[src/rtl/sss_pkg.sv]
package sss_pkg;

    localparam int NUM_AREAS = 7;
    localparam int FIELD_W   = 4;
    localparam int REG_W     = 32;

    typedef enum logic [2:0] {
        ST_IDLE,
        ST_ADDR_SETUP,
        ST_STROBE,
        ST_HOLD,
        ST_DONE
    } seq_state_e;

    typedef struct packed {
        logic       setup;
        logic [1:0] hold;
        logic       early;
    } area_timing_t;

endpackage

[src/rtl/sss_wait_reg.sv]
module sss_wait_reg
    import sss_pkg::*;
(
    input  logic             clk,
    input  logic             rst_n,
    input  logic             we,
    input  logic [REG_W-1:0] wdata,
    output logic [REG_W-1:0] value
);

    localparam int SLOTS = REG_W / FIELD_W;

    logic [REG_W-1:0] keep;
    logic [REG_W-1:0] reg_q;

    // Build the mask of implemented bits, one field at a time.
    for (genvar n = 0; n < SLOTS; n++) begin : g_mask
        assign keep[FIELD_W*n +: 3] = (n < NUM_AREAS) ? 3'b111 : 3'b000;
        assign keep[FIELD_W*n + 3]  = (n == 1) || (n == 4);
    end

    always_ff @(posedge clk or negedge rst_n) begin
        if (!rst_n)  reg_q <= '0;
        else if (we) reg_q <= wdata & keep;
    end

    assign value = reg_q;

    // unimplemented bits never become set in the stored register
    a_r2_unused_zero: assert property (@(posedge clk) disable iff (!rst_n)
        (reg_q & ~keep) == '0);

endmodule

[src/rtl/sss_timing_sel.sv]
module sss_timing_sel
    import sss_pkg::*;
#(
    parameter int AREA_W = 3
) (
    input  logic [REG_W-1:0]     wait_reg,
    input  logic [AREA_W-1:0]    area,
    input  logic [NUM_AREAS-1:0] area_sram,
    input  logic [NUM_AREAS-1:0] area_bytectl,
    output area_timing_t         timing
);

    logic [FIELD_W-1:0] nib;
    logic               is_sram;
    logic               is_bctl;

    always_comb begin
        nib     = '0;
        is_sram = 1'b0;
        is_bctl = 1'b0;
        if (int'(area) < NUM_AREAS) begin
            nib     = wait_reg[FIELD_W*int'(area) +: FIELD_W];
            is_bctl = area_bytectl[area];
            is_sram = area_sram[area] && !area_bytectl[area];
        end
        timing.setup = (is_sram || is_bctl) && nib[2];
        timing.hold  = (is_sram || is_bctl) ? nib[1:0] : 2'b00;
        timing.early = is_sram && nib[3];
    end

endmodule

[src/rtl/sss_fsm.sv]
module sss_fsm
    import sss_pkg::*;
#(
    parameter int ADDR_W = 20,
    parameter int DATA_W = 16,
    parameter int BE_W   = 2,
    parameter int WAIT_W = 4
) (
    input  logic              clk,
    input  logic              rst_n,
    input  area_timing_t      timing,
    input  logic [WAIT_W-1:0] strobe_wait,
    input  logic              req_valid,
    output logic              req_ready,
    input  logic [ADDR_W-1:0] req_addr,
    input  logic              req_write,
    input  logic [DATA_W-1:0] req_wdata,
    input  logic [BE_W-1:0]   req_be,
    output logic [ADDR_W-1:0] bus_addr,
    output logic              bus_cs_n,
    output logic              bus_rd_n,
    output logic              bus_we_n,
    output logic [BE_W-1:0]   bus_be_n,
    output logic [DATA_W-1:0] bus_dq_out,
    output logic              bus_dq_oe,
    input  logic [DATA_W-1:0] bus_dq_in,
    output logic [DATA_W-1:0] rsp_rdata,
    output logic              rsp_done
);

    localparam int CNT_W = (WAIT_W > 2) ? WAIT_W : 2;

    seq_state_e        state_q, state_d;
    logic [CNT_W-1:0]  cnt_q, cnt_d;
    area_timing_t      tim_q;
    logic [ADDR_W-1:0] addr_q;
    logic [DATA_W-1:0] wdata_q, rdata_q;
    logic [BE_W-1:0]   be_q;
    logic              write_q;
    logic              accept;
    logic              sample;
    logic              active;

    assign accept = (state_q == ST_IDLE) && req_valid;
    assign sample = (state_q == ST_STROBE) && (cnt_q == '0);

    // Next-state and counter logic
    always_comb begin
        state_d = state_q;
        cnt_d   = cnt_q;
        unique case (state_q)
            ST_IDLE: begin
                if (req_valid) begin
                    state_d = timing.setup ? ST_ADDR_SETUP : ST_STROBE;
                    cnt_d   = CNT_W'(strobe_wait);
                end
            end
            ST_ADDR_SETUP: state_d = ST_STROBE;
            ST_STROBE: begin
                if (cnt_q == '0) begin
                    if (tim_q.hold != 2'b00) begin
                        state_d = ST_HOLD;
                        cnt_d   = CNT_W'(tim_q.hold) - CNT_W'(1);
                    end else begin
                        state_d = ST_DONE;
                    end
                end else begin
                    cnt_d = cnt_q - CNT_W'(1);
                end
            end
            ST_HOLD: begin
                if (cnt_q == '0) state_d = ST_DONE;
                else             cnt_d   = cnt_q - CNT_W'(1);
            end
            ST_DONE: state_d = ST_IDLE;
            default: state_d = ST_IDLE;
        endcase
    end

    // State register and captured request fields
    always_ff @(posedge clk or negedge rst_n) begin
        if (!rst_n) begin
            state_q <= ST_IDLE;
            cnt_q   <= '0;
            tim_q   <= '0;
            addr_q  <= '0;
            wdata_q <= '0;
            be_q    <= '0;
            write_q <= 1'b0;
            rdata_q <= '0;
        end else begin
            state_q <= state_d;
            cnt_q   <= cnt_d;
            if (accept) begin
                tim_q   <= timing;
                addr_q  <= req_addr;
                wdata_q <= req_wdata;
                be_q    <= req_be;
                write_q <= req_write;
            end
            if (sample && !write_q) rdata_q <= bus_dq_in;
        end
    end

    // Output decode
    always_comb begin
        active    = 1'b0;
        bus_rd_n  = 1'b1;
        bus_we_n  = 1'b1;
        req_ready = 1'b0;
        rsp_done  = 1'b0;
        unique case (state_q)
            ST_IDLE:       req_ready = 1'b1;
            ST_ADDR_SETUP: active = 1'b1;
            ST_STROBE: begin
                active   = 1'b1;
                bus_rd_n = write_q;
                bus_we_n = !write_q;
            end
            ST_HOLD: begin
                active   = 1'b1;
                bus_rd_n = write_q || tim_q.early;
            end
            ST_DONE:       rsp_done = 1'b1;
            default:       req_ready = 1'b0;
        endcase
    end

    assign bus_cs_n   = !active;
    assign bus_dq_oe  = active && write_q;
    assign bus_be_n   = active ? ~be_q : '1;
    assign bus_addr   = addr_q;
    assign bus_dq_out = wdata_q;
    assign rsp_rdata  = rdata_q;

    // a strobe is only ever asserted inside the chip-select window
    a_r3_strobe_in_cs: assert property (@(posedge clk) disable iff (!rst_n)
        (!bus_rd_n || !bus_we_n) |-> !bus_cs_n);
    // address stays put while chip select stays low
    a_r5_addr_stable: assert property (@(posedge clk) disable iff (!rst_n)
        (!bus_cs_n && $past(!bus_cs_n)) |-> $stable(bus_addr));
    // done lasts one cycle and follows the end of the chip-select window
    a_r11_done_pulse: assert property (@(posedge clk) disable iff (!rst_n)
        rsp_done |=> !rsp_done);
    a_r11_done_after_cs: assert property (@(posedge clk) disable iff (!rst_n)
        $rose(rsp_done) |-> $past(!bus_cs_n));
    // data never driven while the read strobe is low
    a_r12_no_drive_on_read: assert property (@(posedge clk) disable iff (!rst_n)
        !bus_rd_n |-> !bus_dq_oe);

endmodule

[src/rtl/sram_strobe_seq.sv]
module sram_strobe_seq
    import sss_pkg::*;
#(
    parameter int ADDR_W = 20,
    parameter int DATA_W = 16,
    parameter int BE_W   = 2,
    parameter int WAIT_W = 4,
    parameter int AREA_W = 3
) (
    input  logic                 clk,
    input  logic                 rst_n,
    input  logic                 cfg_we,
    input  logic [31:0]          cfg_wdata,
    output logic [31:0]          cfg_rdata,
    input  logic [6:0]           area_sram,
    input  logic [6:0]           area_bytectl,
    input  logic [WAIT_W-1:0]    strobe_wait,
    input  logic                 req_valid,
    output logic                 req_ready,
    input  logic [AREA_W-1:0]    req_area,
    input  logic [ADDR_W-1:0]    req_addr,
    input  logic                 req_write,
    input  logic [DATA_W-1:0]    req_wdata,
    input  logic [BE_W-1:0]      req_be,
    output logic [ADDR_W-1:0]    bus_addr,
    output logic                 bus_cs_n,
    output logic                 bus_rd_n,
    output logic                 bus_we_n,
    output logic [BE_W-1:0]      bus_be_n,
    output logic [DATA_W-1:0]    bus_dq_out,
    output logic                 bus_dq_oe,
    input  logic [DATA_W-1:0]    bus_dq_in,
    output logic [DATA_W-1:0]    rsp_rdata,
    output logic                 rsp_done
);

    logic [REG_W-1:0] wait_val;
    area_timing_t     timing;

    sss_wait_reg i_wait_reg (
        .clk   (clk),
        .rst_n (rst_n),
        .we    (cfg_we),
        .wdata (cfg_wdata),
        .value (wait_val)
    );

    assign cfg_rdata = wait_val;

    sss_timing_sel #(.AREA_W(AREA_W)) i_timing_sel (
        .wait_reg     (wait_val),
        .area         (req_area),
        .area_sram    (area_sram),
        .area_bytectl (area_bytectl),
        .timing       (timing)
    );

    sss_fsm #(
        .ADDR_W (ADDR_W),
        .DATA_W (DATA_W),
        .BE_W   (BE_W),
        .WAIT_W (WAIT_W)
    ) i_fsm (
        .clk         (clk),
        .rst_n       (rst_n),
        .timing      (timing),
        .strobe_wait (strobe_wait),
        .req_valid   (req_valid),
        .req_ready   (req_ready),
        .req_addr    (req_addr),
        .req_write   (req_write),
        .req_wdata   (req_wdata),
        .req_be      (req_be),
        .bus_addr    (bus_addr),
        .bus_cs_n    (bus_cs_n),
        .bus_rd_n    (bus_rd_n),
        .bus_we_n    (bus_we_n),
        .bus_be_n    (bus_be_n),
        .bus_dq_out  (bus_dq_out),
        .bus_dq_oe   (bus_dq_oe),
        .bus_dq_in   (bus_dq_in),
        .rsp_rdata   (rsp_rdata),
        .rsp_done    (rsp_done)
    );

endmodule

[config.mk]
export PLATFORM = sky130hd
export DESIGN_NAME = sram_strobe_seq
export DESIGN_NICKNAME = d
export VERILOG_FILES = /design/src/rtl/sss_pkg.sv /design/src/rtl/sss_wait_reg.sv /design/src/rtl/sss_timing_sel.sv /design/src/rtl/sss_fsm.sv /design/src/rtl/sram_strobe_seq.sv
export SDC_FILE = /design/constraint.sdc
export NUM_CORES = 1
export LEC_CHECK = 0
export BUFFER_PORTS_ARGS = -buffer_cell sky130_fd_sc_hd__buf_2
export CORE_MARGIN = 5
export CORE_UTILIZATION = 46
export DETAILED_ROUTE_END_ITERATION = 10
export PLACE_DENSITY = 0.8
export SYNTH_ARGS = -nofsm -noshare
export SYNTH_HDL_FRONTEND = slang
export SYNTH_HIERARCHICAL = 1
export SYNTH_SLANG_ARGS = --single-unit
[constraint.sdc]
create_clock -name clk -period 2.32 [get_ports clk]
set_input_delay 0.232 -clock clk [delete_from_list [all_inputs] [get_ports clk]]
set_output_delay 0.232 -clock clk [all_outputs]
set_load 0.02 [all_outputs]
==> results of run 1 <==
-- worst max-delay path, cell delays in order (launching register included) --
cell and delay (ns):
dfrtp_1 0.62, nor2_1 0.14, nor2_1 0.32, and2_1 0.18
buf_2 0.17
-- area by class of cell --
class	instances	area, um2
fill	759	3450
sequential	88	2200
multi-input combinational	189	1750
timing repair buffer	189	986
clock buffer	10	138
tap	108	135
clock inverter	5	78.8
inverter	7	26.3
-- metal layers --
metal / part of all wire, % / GRT usage [%] / vias to the layer above
li1: - / - / 1421
met1: 37 / 21.4 / 1497
met2: 55 / 33.3 / 103
met3: 5.7 / 4.38 / 12
met4: 1.5 / 7.31 / 0
met5: 0 / 0 / -
-- stage by stage --
step / hold slack, ns / std cells / power (uW)
after floorplan: -0.0636 / 309 / 4460
after global placement: 0.303 / 580 / 5330
after detailed placement: 0.307 / 580 / 5450
after CTS: 0.0841 / 596 / 6620
after global routing: 0.0887 / 596 / 7000
final: 0.110 / 596 / 6540
-- where the power goes --
group | switching, uW | internal, uW | leakage [uW]
clock network | 528 | 631 | 0.000113
registers | 368 | 2140 | 0.00105
logic | 1640 | 1240 | 0.00149
total | 2530 | 4010 | 0.00265
-- final timing paths --
kind / cells after the start / from / to / slack [ns]
max in group asynchronous: 3 / rst_n / i_wait_reg/value[10]$_DFFE_PN0P_ / 1.20
min in group asynchronous: 2 / rst_n / i_fsm/state_q[1]$_DFFE_PN0P_ / 0.45
worst min-delay path: 2 / req_wdata[5] / i_fsm/bus_dq_out[5]$_DFFE_PN0P_ / 0.11
worst max register to register: 6 / i_fsm/cnt_q[0]$_DFFE_PN0P_ / i_fsm/cnt_q[2]$_DFFE_PN0P_ / 0.41
worst max-delay path: 4 / i_fsm/state_q[0]$_DFFE_PN0P_ / bus_dq_oe / 0.33
worst min register to register: 1 / i_fsm/bus_addr[18]$_DFFE_PN0P_ / i_fsm/bus_addr[18]$_DFFE_PN0P_ / 0.51
-- kinds of logic (layout without fill, tap and decap cells) --
family / count (synthesis) / after routing / share of synthesized area, %
adder cells (fa/ha/maj): 4 / 4 / 1.21
multiplexers: 96 / 96 / 28.2
AO/OA/AOI/OAI: 26 / 26 / 4.44
XOR/XNOR: 1 / 1 / 0.211
AND/OR/NAND/NOR: 53 / 53 / 7.37
other: 1 / 9 / 0.0905
buffers and inverters: 32 / 211 / 5.34
flip-flops: 88 / 88 / 53.1
-- placed cells by master, fill, tap and decap left out, types with 2 or more instances in the layout --
cell / count
nand3b_1: 4
nor4b_4: 2
buf_4: 2
nor2_1: 12
dfrtp_1: 88
nor2b_1: 3
nand3_1: 2
nor3_1: 6
o21ai_1: 2
clkinv_2: 2
mux2_2: 79
clkbuf_8: 10
conb_1: 9
a21oi_1: 3
nand2_1: 14
a211oi_1: 2
buf_12: 2
o21bai_1: 2
bufinv_16: 2
mux4_1: 6
buf_2: 184
ha_1: 4
and2_1: 2
inv_1: 7
nand2b_1: 4
o21ai_0: 4
o211ai_1: 3
a22oi_1: 4
mux2i_1: 10
-- registers in the layout (all words and copies together) (netlist names) --
register	cells
i_fsm/write_q	1
i_fsm/rsp_rdata	16
i_fsm/bus_dq_out	16
i_fsm/be_q	2
i_fsm/cnt_q	4
i_fsm/state_q	3
i_fsm/tim_q	3
i_fsm/bus_addr	20
i_wait_reg/value	23
-- timing repair --
item / in CTS / in global routing
endpoints found under the setup margin: 0 / 0
hold endpoints to repair: 50 / 0
hold buffers: 1 / 0
==> results by group, run 1 <==
Synthesis
  – Yosys warns: 6
  – Synth top cells by count: dfrtp_1 (88), mux2_2 (79), nand2_1 (14), buf_4 (12), nor2_1 (12)
  – Ys async rst share: 100%
  – Synth Flop Type: dfrtp_1
  – Post-synth top area share: between 50% and 60%
  – Number of flops mapped to enable cells by yosys: 0
  – Synth Instances: 301
  – Area contributors post-synth: dfrtp_1 (53%), mux2_2 (21%), mux4_1 (3.8%)
  – Top-count cell post-synth: dfrtp_1
  – Sequential fraction of the synthesis area: between 50% and 60%
  – Post-Synthesis Cell Area: approximately 0.0041 mm2
  – Register bit total from synthesis: 88
  – Syn Area/Cell: 13.8 um2
  – Synth area leader: dfrtp_1
  – Netlist cell types: 39

Min path
  – Worst min path class: primary input to flop

Routing
  – Drt total wl: between 10000 and 15000 um
  – Final ANT Viol Nets: 0
  – Number of vias per cell: 5.09
  – DR iter-0 viols: between 100 and 150
  – Vias: 3033
  – First-pass DRT Iterations: 4
  – DRC viols: 0
  – Wire length per cell: between 15 and 20 um

CTS
  – Clk_lat worst skew: 0.35 ns
  – Resize count post-CTS: 0
  – Root Buffer: clkbuf_8
  – TritonCTS clock tree: done
  – CTS Sinks: 88
  – Clock-pin slew on the worst setup and hold paths: around 0.090 ns
  – H-tree Lvls: 3
  – Setup bufs post-CTS: 0
  – Num CTS Buffers: 9
  – Clk buf depth: 2

Global route
  – Initial antenna violation count: 0
  – Grt ovf: 0
  – Number of global-route vias before repair: about 3400
  – First-pass GRT wire length: approximately 17000 um
  – Largest net degree at the start of global routing: 52
  – All-layer global routing usage: between 10% and 20%

STA
  – Tmin final: between 1.5 and 2 ns
  – Crit share post-route: a little under nine tenths
  – Setup ws final: 0.332 ns
  – Fin Setup TNS: 0 ns
  – Count of final setup violators: 0
  – Setup Skew: 0.0212 ns
  – Maximum clock frequency: between 500 and 600 MHz
  – Final hold vios: 0
  – Worst slew pin tran: approximately 0.65 ns
  – RSZ-0062 raised after global routing: false
  – Count of pins over their slew limit: 0
  – Relative slew slack: 56.6%

Layout
  – Inserted Diodes: 0
  – Layout Nets: 600
  – Post-layout util: 60.7%
  – Area delta synth->final: 28.3%
  – Final Cell Area: approximately 0.0053 mm2
  – Ratio of cells with drive above 1 in the final layout: about three fifths

Place
  – Dpl ws: around 0.29 ns
  – Port buffer count: between 150 and 200
  – Placer Congestion: 0.817
  – HPWL after DPL: 7890 um
  – DP Area: 0.00509 mm2

Floorplanning
  – Core ar.: a little under 0.009 mm2
  – Die ar.: approximately 0.011 mm2
  – FP Rows: 34
  – Chip width: ~100 um
  – Die Y: about 100 um
  – Initial Util: 47.3%
  – Ports: about 200

Power and ir drop
  – P per Cell Area: 1230 mW/mm2
  – Peak supply drop: 0.724 mV
  – Pleak: approximately 0.0026 uW

Critical path
  – CP required: about 2.1 ns
  – CP Max Fanout: 11
  – CP Launch Type: flop
  – CP arrival: approximately 1.8 ns
  – Critical Path End Type: primary output
  – Critical path class: flop to primary output

Outcome
  – Status: finished clean

Run
  – Max-Cap Viols: 0
Power figures use the tool's default switching activity.
==> run 2, diff against run 1 <==
- PLACE_DENSITY: 0.8 -> 0.77
==> run 2 against run 1 <==
Sequential share of layout area down 0.26 points. Die area did not move. First-iteration DRC count is 2.9% higher. Register-to-register slack better by 0.02 ns. Cell area grew 0.64%. Setup slack improved by 0.027 ns. Critical endpoint unchanged. Clock-buffer cell count unchanged. Non-clock buffer count grew 1. Largest power group unchanged. Clock power grew 9%. Clock skew shrank 0.010 ns. Largest cell class unchanged. Combinational power about the same.
==> results by group, run 2 (synthesized netlist as in run 1, its figures left out) <==
Outcome
  – Status: finished clean

Place
  – DP Area: slightly above 0.005 mm2
  – Port buffer count: roughly 190
  – HPWL after DPL: between 7000 and 8000 um
  – Placer Congestion: 0.830

Layout
  – Commonest cells after routing, fill and taps aside: buf_2 (184), dfrtp_1 (88), mux2_2 (79), nand2_1 (14), nor2_1 (12)
  – Commonest non-fill, non-tap cell in the layout: buf_2
  – Max FFs per register: 23
  – Ratio of cells with drive above 1 in the final layout: 58.8%
  – Layout Nets: between 600 and 700
  – Inserted Diodes: 0
  – Area delta synth->final: 29.1%
  – Final Cell Area: around 0.0054 mm2

Floorplanning
  – Ports: ~200
  – Chip width: 105 um
  – FP Rows: 34
  – Die Y: 105 um
  – Initial Util: 47.3%
  – Die ar.: 0.0110 mm2
  – Core ar.: roughly 0.0088 mm2

STA
  – Setup Skew: 0.0111 ns
  – Count of final setup violators: 0
  – Worst slew pin tran: 0.630 ns
  – RSZ-0062 raised after global routing: false
  – Fin Setup TNS: 0 ns
  – Final hold vios: 0
  – Tmin final: about 2 ns
  – Count of pins over their slew limit: 0
  – Crit share post-route: between 80 and 90%
  – Relative slew slack: roughly 58%
  – Maximum clock frequency: between 500 and 600 MHz

Routing
  – Number of vias per cell: between 5 and 6
  – Wire length per cell: 16.8 um
  – Final ANT Viol Nets: 0
  – DRC viols: 0
  – Drt total wl: about 10000 um
  – DR iter-0 viols: around 110
  – First-pass DRT Iterations: 4
  – Vias: 3048

Critical path
  – FF-to-FF End: i_fsm/cnt_q[2]$_DFFE_PN0P_
  – CP arrival: ~1.7 ns
  – CP Max Fanout: 11
  – CP Launch Type: flop
  – CP required: 2.09 ns
  – Worst Setup EP: bus_dq_oe
  – Reg-to-Reg Start: i_fsm/cnt_q[0]$_DFFE_PN0P_
  – Crit. Startpoint: i_fsm/state_q[0]$_DFFE_PN0P_
  – Critical Path End Type: primary output
  – Worst r2r path cells: 6
  – Critical path class: flop to primary output
  – Reg-to-reg slack, setup: between 0.4 and 0.5 ns

CTS
  – Clock-pin slew on the worst setup and hold paths: ~0.09 ns
  – TritonCTS clock tree: done
  – H-tree Lvls: 3
  – Clk buf depth: 2
  – CTS Sinks: a little under 90
  – Root Buffer: clkbuf_8
  – Num CTS Buffers: 9
  – Clk_lat worst skew: 0.35 ns

Global route
  – Met1 Use GR: between 20 and 25%
  – Initial antenna violation count: 0
  – Met3 GRT Util: 5.98%
  – First-pass GRT wire length: between 15000 and 20000 um
  – Grt met2 use: approximately 31%
  – All-layer global routing usage: 18.3%
  – Number of global-route vias before repair: about 3200
  – GR peak layer: met2
  – Grt ovf: 0
  – Largest net degree at the start of global routing: 50

Power and ir drop
  – Pleak: 0.00266 uW
  – Power Total: ~6700 uW
  – P per Cell Area: ~1200 mW/mm2
  – Peak supply drop: just under 0.8 mV

Run
  – Max-Cap Viols: 0

Min path
  – Worst min path class: primary input to flop
-- run 2: cell types whose count changed in the layout (fill, tap and decap cells not counted), sizes merged --
| cell | previous run | this run |
|---|---|---|
| buf | 188 | 189 |
| clkinv | 2 | 1 |
| bufinv | 2 | 3 |
| clkinvlp | 0 | 1 |
-- run 2: area by class of cell --
type / instances / area (um2)
clock buffer: 10 / 128
clock inverter: 6 / 115
fill: 734 / 3410
inverter: 7 / 26.3
multi-input combinational: 189 / 1750
sequential: 88 / 2200
tap: 108 / 135
timing repair buffer: 190 / 993
-- run 2: layer usage --
layer	share of wire, %	wire [um]
met5	0	0
met4	1.7	175
met3	6.5	659
met2	54	5410
met1	38	3830
-- run 2: critical path, cell delays in order (launching register included) --
cell     delay (ns)
dfrtp_1        0.61
nor2_1         0.16
nor2_1         0.28
and2_1         0.18
buf_2          0.17
-- run 2: what timing repair did --
item	4_1_cts	5_1_grt
gates resized for setup	0	0
hold buffers	1	0
endpoints found under the setup margin	0	0
buffers inserted	0	0
hold endpoints to repair	48	0
-- run 2: worst min path at each step --
stage	slack, ns	cells past startpoint	endpoint	startpoint
after floorplan	-0.06	0	i_fsm/be_q[0]$_DFFE_PN0P_	rst_n
after global placement	0.29	1	i_fsm/tim_q[0]$_DFFE_PN0P_	rst_n
after detailed placement	0.29	1	i_fsm/tim_q[0]$_DFFE_PN0P_	rst_n
after CTS	0.08	2	i_fsm/bus_addr[19]$_DFFE_PN0P_	req_addr[19]
after global routing	0.08	2	i_fsm/bus_addr[16]$_DFFE_PN0P_	req_addr[16]
final	0.11	2	i_fsm/rsp_rdata[13]$_DFFE_PN0P_	bus_dq_in[13]
-- run 2: through the flow --
| stage | hold slack, ns | instances | util [%] | worst slack, ns |
|---|---|---|---|---|
| 2_1_floorplan | -0.0636 | 309 | - | 0.665 |
| 5_1_grt | 0.0800 | 598 | 61.1 | 0.181 |
| 3_5_place_dp | 0.291 | 581 | 58.2 | 0.323 |
| 4_1_cts | 0.0843 | 598 | 61.1 | 0.303 |
| 3_3_place_gp | 0.294 | 581 | 58.2 | 0.347 |
| 6_report | 0.107 | 598 | 61.1 | 0.359 |
-- run 2: power by group --
group          internal [uW]  switching (uW)
registers               2140             373
logic                   1240            1640
clock network            722             543
total                   4100            2560
==> run 3, diff against run 2 <==
- CORE_UTILIZATION: 46 -> 42
- PLACE_DENSITY: 0.77 -> 0.74
- clock period: 2.32 -> 1.75 ns (I/O delays scaled with it)
==> run 3 against run 2 <==
Cell area increased by 2.7%. Power increased by 32%. Clock power increased by 3%. Via count increased by 1.9%. Global-route usage about the same. First-iteration DRC count increased by 16%. Clock skew decreased by 0.0032 ns.
==> results by group, run 3 (synthesized netlist as in run 1, its figures left out) <==
Critical path
  – Reg-to-reg slack, setup: about 0.070 ns
  – CP Max Fanout: 8
  – CP required: between 1.5 and 2 ns
  – Critical Path End Type: primary output
  – CP Launch Type: flop
  – CP arrival: ~1.6 ns
  – Critical path class: flop to primary output

Place
  – Port buffer count: ~190
  – DP Area: around 0.0052 mm2
  – HPWL after DPL: roughly 8400 um
  – Dpl ws: 0.0238 ns
  – Placer Congestion: slightly above 0.9

STA
  – Hold WS: between 0.05 and 0.06 ns
  – Count of final setup violators: 0
  – RSZ-0062 raised after global routing: true
  – Crit share post-route: a little over nine tenths
  – Setup Skew: about 0.0079 ns
  – Final hold vios: 0
  – Worst slew pin tran: between 0.5 and 0.6 ns
  – Count of pins over their slew limit: 0
  – Fin Setup TNS: 0 ns
  – Tmin final: 1.73 ns
  – Relative slew slack: between 60 and 70%
  – Setup ws final: approximately 0.019 ns
  – Maximum clock frequency: ~580 MHz

CTS
  – Root Buffer: clkbuf_8
  – Clock-pin slew on the worst setup and hold paths: 0.09 ns
  – H-tree Lvls: 3
  – Num CTS Buffers: 9
  – Clk_lat worst skew: approximately 0.35 ns
  – CTS Sinks: 88
  – TritonCTS clock tree: done
  – Clk buf depth: 2

Routing
  – Number of vias per cell: 4.85
  – DRC viols: 0
  – Final ANT Viol Nets: 0
  – Wire length per cell: 16.8 um
  – Vias: 3106
  – Drt total wl: about 11000 um
  – First-pass DRT Iterations: 4
  – DR iter-0 viols: 123

Floorplanning
  – Die Y: about 110 um
  – Core ar.: 0.00968 mm2
  – Chip width: ~110 um
  – Die ar.: between 0.01 and 0.015 mm2
  – Initial Util: between 40 and 50%
  – FP Rows: 36
  – Ports: 204

Global route
  – Grt ovf: 0
  – Number of global-route vias before repair: around 3300
  – Largest net degree at the start of global routing: 75
  – Initial antenna violation count: 0
  – First-pass GRT wire length: between 15000 and 20000 um
  – All-layer global routing usage: between 10% and 20%

Min path
  – Worst min path class: primary input to flop

Layout
  – Final Cell Area: between 0.005 and 0.006 mm2
  – Layout Nets: roughly 620
  – Ratio of cells with drive above 1 in the final layout: approximately 63%
  – Commonest cells after routing, fill and taps aside: buf_2 (184), dfrtp_1 (86), mux2_2 (79), buf_4 (20), nand2_1 (14)
  – Inserted Diodes: 0
  – Area delta synth->final: 32.5%
  – Commonest non-fill, non-tap cell in the layout: buf_2
  – Post-layout util: 56.7%
  – Max FFs per register: 23

Outcome
  – Status: finished clean

Power and ir drop
  – Peak supply drop: 0.973 mV
  – Pleak: around 0.0027 uW
  – P per Cell Area: 1600 mW/mm2

Run
  – Max-Cap Viols: 0
==> run 3: through the flow <==
stage                     std cells  total power (uW)
after global routing            641              9360
after detailed placement        620              7410
final                           641              8760
after floorplan                 309              5910
after CTS                       637              8770
after global placement          620              7250
==> run 3: critical path, stage by stage (launching register included) <==
cell and delay [ns]:
dfrtp_2 0.46, buf_4 0.19, nor2_4 0.16, nor2_2 0.08, and2_1 0.16, buf_2 0.16
==> run 3: path summary, 6_finish.rpt <==
kind | startpoint | endpoint | cells after the start
max reg2reg | i_fsm/cnt_q[1]$_DFFE_PN0P_ | i_fsm/cnt_q[1]$_DFFE_PN0P_ | 7
min reg2reg | i_fsm/rsp_rdata[9]$_DFFE_PN0P_ | i_fsm/rsp_rdata[9]$_DFFE_PN0P_ | 1
max | i_fsm/state_q[0]$_DFFE_PN0P_ | bus_dq_oe | 5
min | cfg_wdata[8] | i_wait_reg/value[8]$_DFFE_PN0P_ | 2
max in group asynchronous | rst_n | i_fsm/bus_dq_out[1]$_DFFE_PN0P_ | 3
min in group asynchronous | rst_n | i_wait_reg/value[6]$_DFFE_PN0P_ | 2
==> run 3: layout make-up <==
class                      count  area, um2
clock buffer                  14        173
clock inverter                 2       12.5
fill                         844       4190
inverter                       7       26.3
multi-input combinational    189       1790
sequential                    88       2200
tap                          133        166
timing repair buffer         208       1130
==> run 3: power breakdown <==
part | leakage [uW] | total [uW] | internal (uW) | switching (uW)
Clock | 0.0000927 | 1310 | 633 | 673
Combinational | 0.00158 | 4140 | 1830 | 2310
Sequential | 0.00105 | 3320 | 2840 | 479
Total | 0.00272 | 8760 | 5310 | 3460
==> run 3: per-layer routing <==
layer  global-route usage [%]  part of all wire [%]
met5                        0                     0
met4                     8.19                   2.3
met3                     4.11                   5.5
met2                     32.3                    55
met1                     21.1                    37
==> run 3: timing repair <==
item	CTS	global route
hold buffers	1	0
pin swaps	0	3
endpoints found under the setup margin	6	48
endpoints found under the hold margin	14	0
buffers inserted	0	4
resized for setup	5	10
